File: src/rtl/fbm_pkg.sv
`timescale 1ns/1ps
package fbm_pkg;
    typedef enum logic [0:0] {
        PS_IDLE = 1'b0,
        PS_WAIT = 1'b1
    } port_state_e;
endpackage

File: src/rtl/fbm_word_cmp.sv
`timescale 1ns/1ps
module fbm_word_cmp #(
    parameter int WORD_W = 22
) (
    input  logic [WORD_W-1:0] exp_word,
    input  logic [WORD_W-1:0] got_word,
    input  logic              got_bad,
    output logic              fault
);
    logic [WORD_W-1:0] diff;

    always_comb begin
        diff  = exp_word ^ got_word;
        fault = got_bad | (|diff);
    end
endmodule

File: src/rtl/fbm_opcode_sel.sv
`timescale 1ns/1ps
module fbm_opcode_sel #(
    parameter int               DATA_W      = 32,
    parameter logic [DATA_W-1:0] OPC_ALIGN0 = '0,
    parameter logic [DATA_W-1:0] OPC_ALIGN1 = '1
) (
    input  logic              half_sel,
    output logic [DATA_W-1:0] opcode
);
    always_comb begin
        opcode = half_sel ? OPC_ALIGN1 : OPC_ALIGN0;
    end
endmodule

File: src/rtl/fbm_port.sv
`timescale 1ns/1ps
module fbm_port
    import fbm_pkg::*;
#(
    parameter int                WORD_W     = 22,
    parameter int                DATA_W     = 32,
    parameter logic [DATA_W-1:0] OPC_ALIGN0 = '0,
    parameter logic [DATA_W-1:0] OPC_ALIGN1 = '1
) (
    input  logic              clk,
    input  logic              rst_n,
    input  logic              req_valid,
    input  logic [WORD_W-1:0] req_word,
    output logic              req_ready,
    input  logic              arr_busy,
    output logic              rd_req,
    output logic [WORD_W-1:0] rd_word,
    input  logic              ret_valid,
    input  logic [DATA_W-1:0] ret_data,
    input  logic [WORD_W-1:0] ret_word,
    input  logic              ret_bad,
    input  logic              ret_ue,
    output logic              rsp_valid,
    output logic              rsp_err,
    output logic [DATA_W-1:0] rsp_data,
    output logic              buf_valid,
    output logic [WORD_W-1:0] buf_tag,
    output logic              flt_valid,
    output logic [WORD_W-1:0] flt_addr
);
    port_state_e       state, state_nx;
    logic [WORD_W-1:0] exp_word;
    logic              accept, issue, abort, land;
    logic              fault;
    logic [DATA_W-1:0] opcode;

    assign accept    = req_valid && (state == PS_IDLE);
    assign issue     = accept && !arr_busy;
    assign abort     = accept && arr_busy;
    assign land      = (state == PS_WAIT) && ret_valid;
    assign req_ready = (state == PS_IDLE);
    assign rd_req    = issue;
    assign rd_word   = req_word;

    fbm_word_cmp #(.WORD_W(WORD_W)) cmp_i (
        .exp_word (exp_word),
        .got_word (ret_word),
        .got_bad  (ret_bad),
        .fault    (fault)
    );

    fbm_opcode_sel #(
        .DATA_W     (DATA_W),
        .OPC_ALIGN0 (OPC_ALIGN0),
        .OPC_ALIGN1 (OPC_ALIGN1)
    ) opc_i (
        .half_sel (exp_word[0]),
        .opcode   (opcode)
    );

    always_comb begin
        state_nx = state;
        unique case (state)
            PS_IDLE: if (issue) state_nx = PS_WAIT;
            PS_WAIT: if (ret_valid) state_nx = PS_IDLE;
            default: state_nx = PS_IDLE;
        endcase
    end

    always_ff @(posedge clk or negedge rst_n) begin
        if (!rst_n) state <= PS_IDLE;
        else        state <= state_nx;
    end

    always_ff @(posedge clk or negedge rst_n) begin
        if (!rst_n)     exp_word <= '0;
        else if (issue) exp_word <= req_word;
    end

    always_ff @(posedge clk or negedge rst_n) begin
        if (!rst_n) begin
            rsp_valid <= 1'b0;
            rsp_err   <= 1'b0;
            rsp_data  <= '0;
            buf_valid <= 1'b0;
            buf_tag   <= '0;
            flt_valid <= 1'b0;
            flt_addr  <= '0;
        end else begin
            rsp_valid <= 1'b0;
            rsp_err   <= 1'b0;
            flt_valid <= 1'b0;
            if (abort) begin
                rsp_valid <= 1'b1;
                rsp_err   <= 1'b1;
                rsp_data  <= '0;
            end else if (land) begin
                rsp_valid <= 1'b1;
                if (fault) begin
                    rsp_err   <= 1'b1;
                    rsp_data  <= '0;
                    flt_valid <= 1'b1;
                    flt_addr  <= exp_word;
                    buf_valid <= 1'b0;
                end else if (ret_ue) begin
                    rsp_data  <= opcode;
                end else begin
                    rsp_data  <= ret_data;
                    buf_valid <= 1'b1;
                    buf_tag   <= exp_word;
                end
            end
        end
    end


    flt_pulse_chk: assert property (@(posedge clk) disable iff (!rst_n)
        flt_valid |=> !flt_valid);


    flt_inval_chk: assert property (@(posedge clk) disable iff (!rst_n)
        flt_valid |-> (!buf_valid && rsp_valid && rsp_err));


    issue_wait_chk: assert property (@(posedge clk) disable iff (!rst_n)
        rd_req |=> (state == PS_WAIT && !req_ready));


    abort_rsp_chk: assert property (@(posedge clk) disable iff (!rst_n)
        (req_valid && req_ready && arr_busy) |=> (rsp_valid && rsp_err && !flt_valid && $stable(buf_valid)));


    ue_subst_chk: assert property (@(posedge clk) disable iff (!rst_n)
        (land && ret_ue && !fault) |=> (!flt_valid && !rsp_err && rsp_data == opcode));


    wait_hold_chk: assert property (@(posedge clk) disable iff (!rst_n)
        (state == PS_WAIT && !ret_valid) |=> (state == PS_WAIT && !rsp_valid));
endmodule

File: src/rtl/fbm_top.sv
`timescale 1ns/1ps
module fbm_top #(
    parameter int                 NPORT      = 2,
    parameter int                 ADDR_W     = 24,
    parameter int                 DATA_W     = 32,
    parameter logic [DATA_W-1:0]  OPC_ALIGN0 = 32'h0000_0000,
    parameter logic [DATA_W-1:0]  OPC_ALIGN1 = 32'hFFFF_FFFF
) (
    input  logic                            clk,
    input  logic                            rst_n,
    input  logic [NPORT-1:0]                req_valid,
    input  logic [NPORT*ADDR_W-1:0]         req_addr,
    output logic [NPORT-1:0]                req_ready,
    input  logic                            arr_busy,
    output logic [NPORT-1:0]                arr_rd_req,
    output logic [NPORT*(ADDR_W-2)-1:0]     arr_rd_word,
    input  logic [NPORT-1:0]                arr_ret_valid,
    input  logic [NPORT*DATA_W-1:0]         arr_ret_data,
    input  logic [NPORT*(ADDR_W-2)-1:0]     arr_ret_word,
    input  logic [NPORT-1:0]                arr_ret_bad,
    input  logic [NPORT-1:0]                arr_ret_ue,
    output logic [NPORT-1:0]                rsp_valid,
    output logic [NPORT-1:0]                rsp_err,
    output logic [NPORT*DATA_W-1:0]         rsp_data,
    output logic [NPORT-1:0]                buf_valid,
    output logic [NPORT*(ADDR_W-2)-1:0]     buf_tag,
    output logic [NPORT-1:0]                flt_valid,
    output logic [NPORT*(ADDR_W-2)-1:0]     flt_addr
);
    localparam int WORD_W = ADDR_W - 2;

    logic [NPORT*2-1:0] byte_bits_unused;

    for (genvar g = 0; g < NPORT; g++) begin : g_port
        assign byte_bits_unused[g*2 +: 2] = req_addr[g*ADDR_W +: 2];

        fbm_port #(
            .WORD_W     (WORD_W),
            .DATA_W     (DATA_W),
            .OPC_ALIGN0 (OPC_ALIGN0),
            .OPC_ALIGN1 (OPC_ALIGN1)
        ) port_i (
            .clk       (clk),
            .rst_n     (rst_n),
            .req_valid (req_valid[g]),
            .req_word  (req_addr[g*ADDR_W+2 +: WORD_W]),
            .req_ready (req_ready[g]),
            .arr_busy  (arr_busy),
            .rd_req    (arr_rd_req[g]),
            .rd_word   (arr_rd_word[g*WORD_W +: WORD_W]),
            .ret_valid (arr_ret_valid[g]),
            .ret_data  (arr_ret_data[g*DATA_W +: DATA_W]),
            .ret_word  (arr_ret_word[g*WORD_W +: WORD_W]),
            .ret_bad   (arr_ret_bad[g]),
            .ret_ue    (arr_ret_ue[g]),
            .rsp_valid (rsp_valid[g]),
            .rsp_err   (rsp_err[g]),
            .rsp_data  (rsp_data[g*DATA_W +: DATA_W]),
            .buf_valid (buf_valid[g]),
            .buf_tag   (buf_tag[g*WORD_W +: WORD_W]),
            .flt_valid (flt_valid[g]),
            .flt_addr  (flt_addr[g*WORD_W +: WORD_W])
        );
    end


    flt_port_sep_chk: assert property (@(posedge clk) disable iff (!rst_n)
        $countones(flt_valid) <= $countones(rsp_err));

    wire unused_ok = &{1'b0, byte_bits_unused};
endmodule

File: config.mk
export PLATFORM = sky130hd
export DESIGN_NAME = fbm_top
export DESIGN_NICKNAME = d
export VERILOG_FILES = /design/src/rtl/fbm_pkg.sv /design/src/rtl/fbm_word_cmp.sv /design/src/rtl/fbm_opcode_sel.sv /design/src/rtl/fbm_port.sv /design/src/rtl/fbm_top.sv
export SDC_FILE = /design/constraint.sdc
export NUM_CORES = 1
export LEC_CHECK = 0
export BUFFER_PORTS_ARGS = -buffer_cell sky130_fd_sc_hd__buf_2
export CAP_MARGIN = 20
export CORE_AREA = 8 8 153 155
export CTS_BUF_LIST = sky130_fd_sc_hd__clkbuf_16
export DETAILED_ROUTE_END_ITERATION = 12
export DIE_AREA = 0 0 161 163
export GPL_ROUTABILITY_DRIVEN = 0
export HOLD_SLACK_MARGIN = 0.03
export MAX_ROUTING_LAYER = met4
export PLACE_DENSITY_LB_ADDON = 0.1
export SETUP_SLACK_MARGIN = 0.02
export SLEW_MARGIN = 20
export SYNTH_ARGS = -nofsm -noshare
export SYNTH_HDL_FRONTEND = slang
export SYNTH_SLANG_ARGS = --single-unit
export TNS_END_PERCENT = 100
File: constraint.sdc
create_clock -name clk -period 1.85 [get_ports clk]
set_input_delay 0.0925 -clock clk [delete_from_list [all_inputs] [get_ports clk]]
set_output_delay 0.0925 -clock clk [all_outputs]
set_load 0.05 [all_outputs]
==> impl_summary.log <==
[metrics] Setup violations, final: 157
[metrics] Worst Setup Slack, final: -411 ps
[metrics] post-route clock period utilization: 1.22
[metrics] die width: 161 um
[metrics] register area share after synthesis: 0.579
[metrics] Critical Path Start Type: flop
[metrics] half-perimeter wire length after detailed placement: 19.9 mm
[metrics] max-cap check violation count: 0
[metrics] Worst Setup Path Type: reg -> reg
[metrics] first-pass GRT wire length: 45.0 mm
[metrics] first drt pass iteration count: 5
[metrics] routed vias: 7456
[metrics] violated checks: negative setup slack
[metrics] synthesis-to-finish area growth: 57.5%
[metrics] Pwr per Cell Area: 1040 nW/um^2
[metrics] transition time at the pin with the least slew margin: 560 ps
[metrics] Hold Violations, Final: 0
[metrics] leading cell types in the layout, fill and taps excluded: buf_2 (367), dfrtp_1 (206), dlygate4sd3_1 (116)
[metrics] most instantiated flip-flop cell in the synthesis netlist: dfrtp_1
[metrics] port bufs: 370
[metrics] pin count of the biggest net entering global routing: 63
[metrics] total clock buffers created by CTS: 24
[metrics] P_leak: 7.21 nW
[metrics] number of antenna violations at the first check in global routing: 1
[metrics] Mapped Area: 8900 um^2
[metrics] overall power consumption: 14.6 mW
[metrics] sequential standard cell area: 5150 um^2
[metrics] GRT Total Usage: 0.219
[metrics] setup slack of the most critical reg-to-reg path: -410 ps
[metrics] die span in y: 163 um
[metrics] total global routing overflow: 0
[metrics] result of the run: complete, but fails checks
[metrics] maximum number of buffers from clock root to sink: 3
[metrics] top-level I/O count: 375
[metrics] Post-Syn Instances: 716
[metrics] launching point of the worst reg2reg path: g_port[1].port_i.exp_word[12]$_DFFE_PN0P_
[metrics] Post-synth ARST share: 1.00
[metrics] Max Freq: 442 MHz
[metrics] count of fill cells added during filler insertion: 1582
[metrics] total wire length after detailed routing: 30.2 mm
[metrics] number of flip-flops and latches in the synthesized netlist: 206
[metrics] top cells by area, synth: dfrtp_1 (58%), mux2_2 (12%), buf_4 (5.1%)
[metrics] Net Count, Synth: 883
[metrics] clock-pin slew on the worst setup and hold paths: 60 ps
[metrics] clock root buffer: clkbuf_16
[metrics] DRT antenna net count: 0
[metrics] post-synth top area share: 0.579
[metrics] combined area of the multi-input logic cells: 3700 um^2
[metrics] sort of element at the end of the critical path: flop
[metrics] layout cells sized above 1: 0.570
[metrics] slew margin rel.: 0.627
[metrics] post-layout instance area: 14000 um^2
[metrics] maximum VDD drop: 0.000879 V
[metrics] area leader, netlist: dfrtp_1
[metrics] number of warnings issued by yosys: 0
[metrics] most common cell after layout, fill and taps aside: buf_2
[metrics] final period demand of the worst path: 2260 ps
[metrics] number of DRC markers after the initial detailed-route iteration: 411
[metrics] critical path fanouts, max: 11
[metrics] HP Class: in -> async
[metrics] required time of the critical path: 2240 ps
[metrics] CTS tree: built
[metrics] Max Clock Skew: 7.47 ps
[metrics] Critical Path AT: 2650 ps
[metrics] number of standard-cell rows in the floorplan: 53
[metrics] number of enable flip-flop cells after synthesis: 0
[metrics] max-slew violation count: 0
[metrics] detail-routed via count per cell: 4.90
[metrics] Distinct cells, synth: 34
[metrics] per-cell routed wire length: 19.8 um
[metrics] area inside the core boundary: 20800 um^2
[metrics] vias in the first global route: 8034
[metrics] syn_area_per_cell: 12.4 um^2
[metrics] Die Outline Area: 26200 um^2
[metrics] effective utilization at floorplan: 0.428
[metrics] Placement Cell Area: 11200 um^2
[metrics] deepest level of the CTS H-tree: 1
[metrics] later-pin clock latency in the skew report: 500 ps
[metrics] RSZ-0062 raised after global routing: true
[metrics] path depth of the worst reg2reg path: 8
[metrics] remaining design rule violation count: 0
[metrics] endpoint of the lowest-slack register-to-register path: g_port[1].port_i.buf_tag[3]$_DFFE_PN0P_
[metrics] post-layout net count: 1398
[metrics] TritonCTS sink count: 206
==> worst max-delay path, cell delays in order (launching register included) <==
cell and delay, ps:
dfrtp_1 380, xor2_1 140, nor4_1 300, nand4_1 180, buf_4 180, nor4b_4 270, buf_6 180, buf_12 170
mux2_2 340
==> sequential cells by signal, indices dropped and copies added (netlist names) <==
| name | flops |
|---|---|
| g_port.port_i.state | 2 |
| g_port.port_i.exp_word | 44 |
| g_port.port_i.rsp_valid | 2 |
| g_port.port_i.buf_tag | 44 |
| g_port.port_i.rsp_data | 64 |
| g_port.port_i.flt_valid | 2 |
| g_port.port_i.rsp_err | 2 |
| g_port.port_i.flt_addr | 44 |
| g_port.port_i.buf_valid | 2 |
==> layer usage <==
layer,track usage,up-vias,wire (um)
met1,0.261,3676,12200
met2,0.368,280,15200
met3,0.0523,45,2010
met5,-,-,0
met4,0.0614,0,747
li1,-,3455,-
==> power by group <==
group / internal [mW] / total, mW / switching (mW)
combinational: 1.85 / 4.86 / 3.02
sequential: 5.17 / 5.57 / 0.400
clock: 2.41 / 4.20 / 1.80
total: 9.42 / 14.6 / 5.21
==> stage by stage <==
stage	hold WS, ps	utilization	TNS, ps	setup slack, ps	std cells
after floorplan	-203	-	-8100	-123	716
final	148	0.674	-40870	-411	1523
after detailed placement	141	0.538	-66250	-562	1340
after global placement	134	0.538	-63610	-545	1340
after CTS	166	0.649	-49720	-429	1514
after global routing	188	0.674	-54340	-488	1523
==> cells by family after synthesis <==
| group | after synthesis | synth area share |
|---|---|---|
| mux | 133 | 0.175 |
| flops | 206 | 0.579 |
| simple gates | 97 | 0.0514 |
| compound gates | 135 | 0.0785 |
| xor+xnor | 44 | 0.0433 |
| buf+inv | 101 | 0.0726 |
==> final cells by class <==
cell class | instances | share of cell area
sequential | 206 | 0.368
timing repair buffer | 585 | 0.293
multi-input combinational | 409 | 0.264
clock buffer | 25 | 0.0446
tap | 275 | 0.0245
clock inverter | 17 | 0.00473
inverter | 5 | 0.00134
antenna | 1 | 0.000178
==> synth_stat cells, types with 5 or more instances <==
cell type    n
o21ai_0     59
inv_1        5
clkbuf_1    27
mux2_4      17
nand2_1     69
dfrtp_1    206
xor2_1      38
buf_4       60
buf_6        5
mux2_1      22
nor4_1      10
mux2_2      93
xnor2_1      6
a21oi_1     63
==> worst max path at each step <==
| stage | startpoint | endpoint | depth (start not counted) |
|---|---|---|---|
| final | g_port[1].port_i.exp_word[12]$_DFFE_PN0P_ | g_port[1].port_i.buf_tag[3]$_DFFE_PN0P_ | 8 |
| after global routing | g_port[1].port_i.exp_word[12]$_DFFE_PN0P_ | g_port[1].port_i.buf_tag[13]$_DFFE_PN0P_ | 8 |
| after CTS | g_port[0].port_i.exp_word[19]$_DFFE_PN0P_ | g_port[0].port_i.buf_tag[14]$_DFFE_PN0P_ | 8 |
| after detailed placement | g_port[0].port_i.exp_word[10]$_DFFE_PN0P_ | g_port[0].port_i.buf_tag[2]$_DFFE_PN0P_ | 7 |
| after global placement | g_port[0].port_i.exp_word[10]$_DFFE_PN0P_ | g_port[0].port_i.buf_tag[0]$_DFFE_PN0P_ | 7 |
| after floorplan | g_port[0].port_i.exp_word[10]$_DFFE_PN0P_ | g_port[0].port_i.buf_tag[10]$_DFFE_PN0P_ | 6 |
==> timing repair <==
| item | in CTS | in global routing |
|---|---|---|
| endpoints found under the setup margin | 160 | 159 |
| gates cloned | 6 | 5 |
| resized for setup | 123 | 120 |
| setup buffers | 10 | 9 |
| hold buffers | 116 | 0 |
| pin swaps | 38 | 30 |
| endpoints found under the hold margin | 167 | 0 |
No activity file was read; power rests on OpenSTA's default activity.
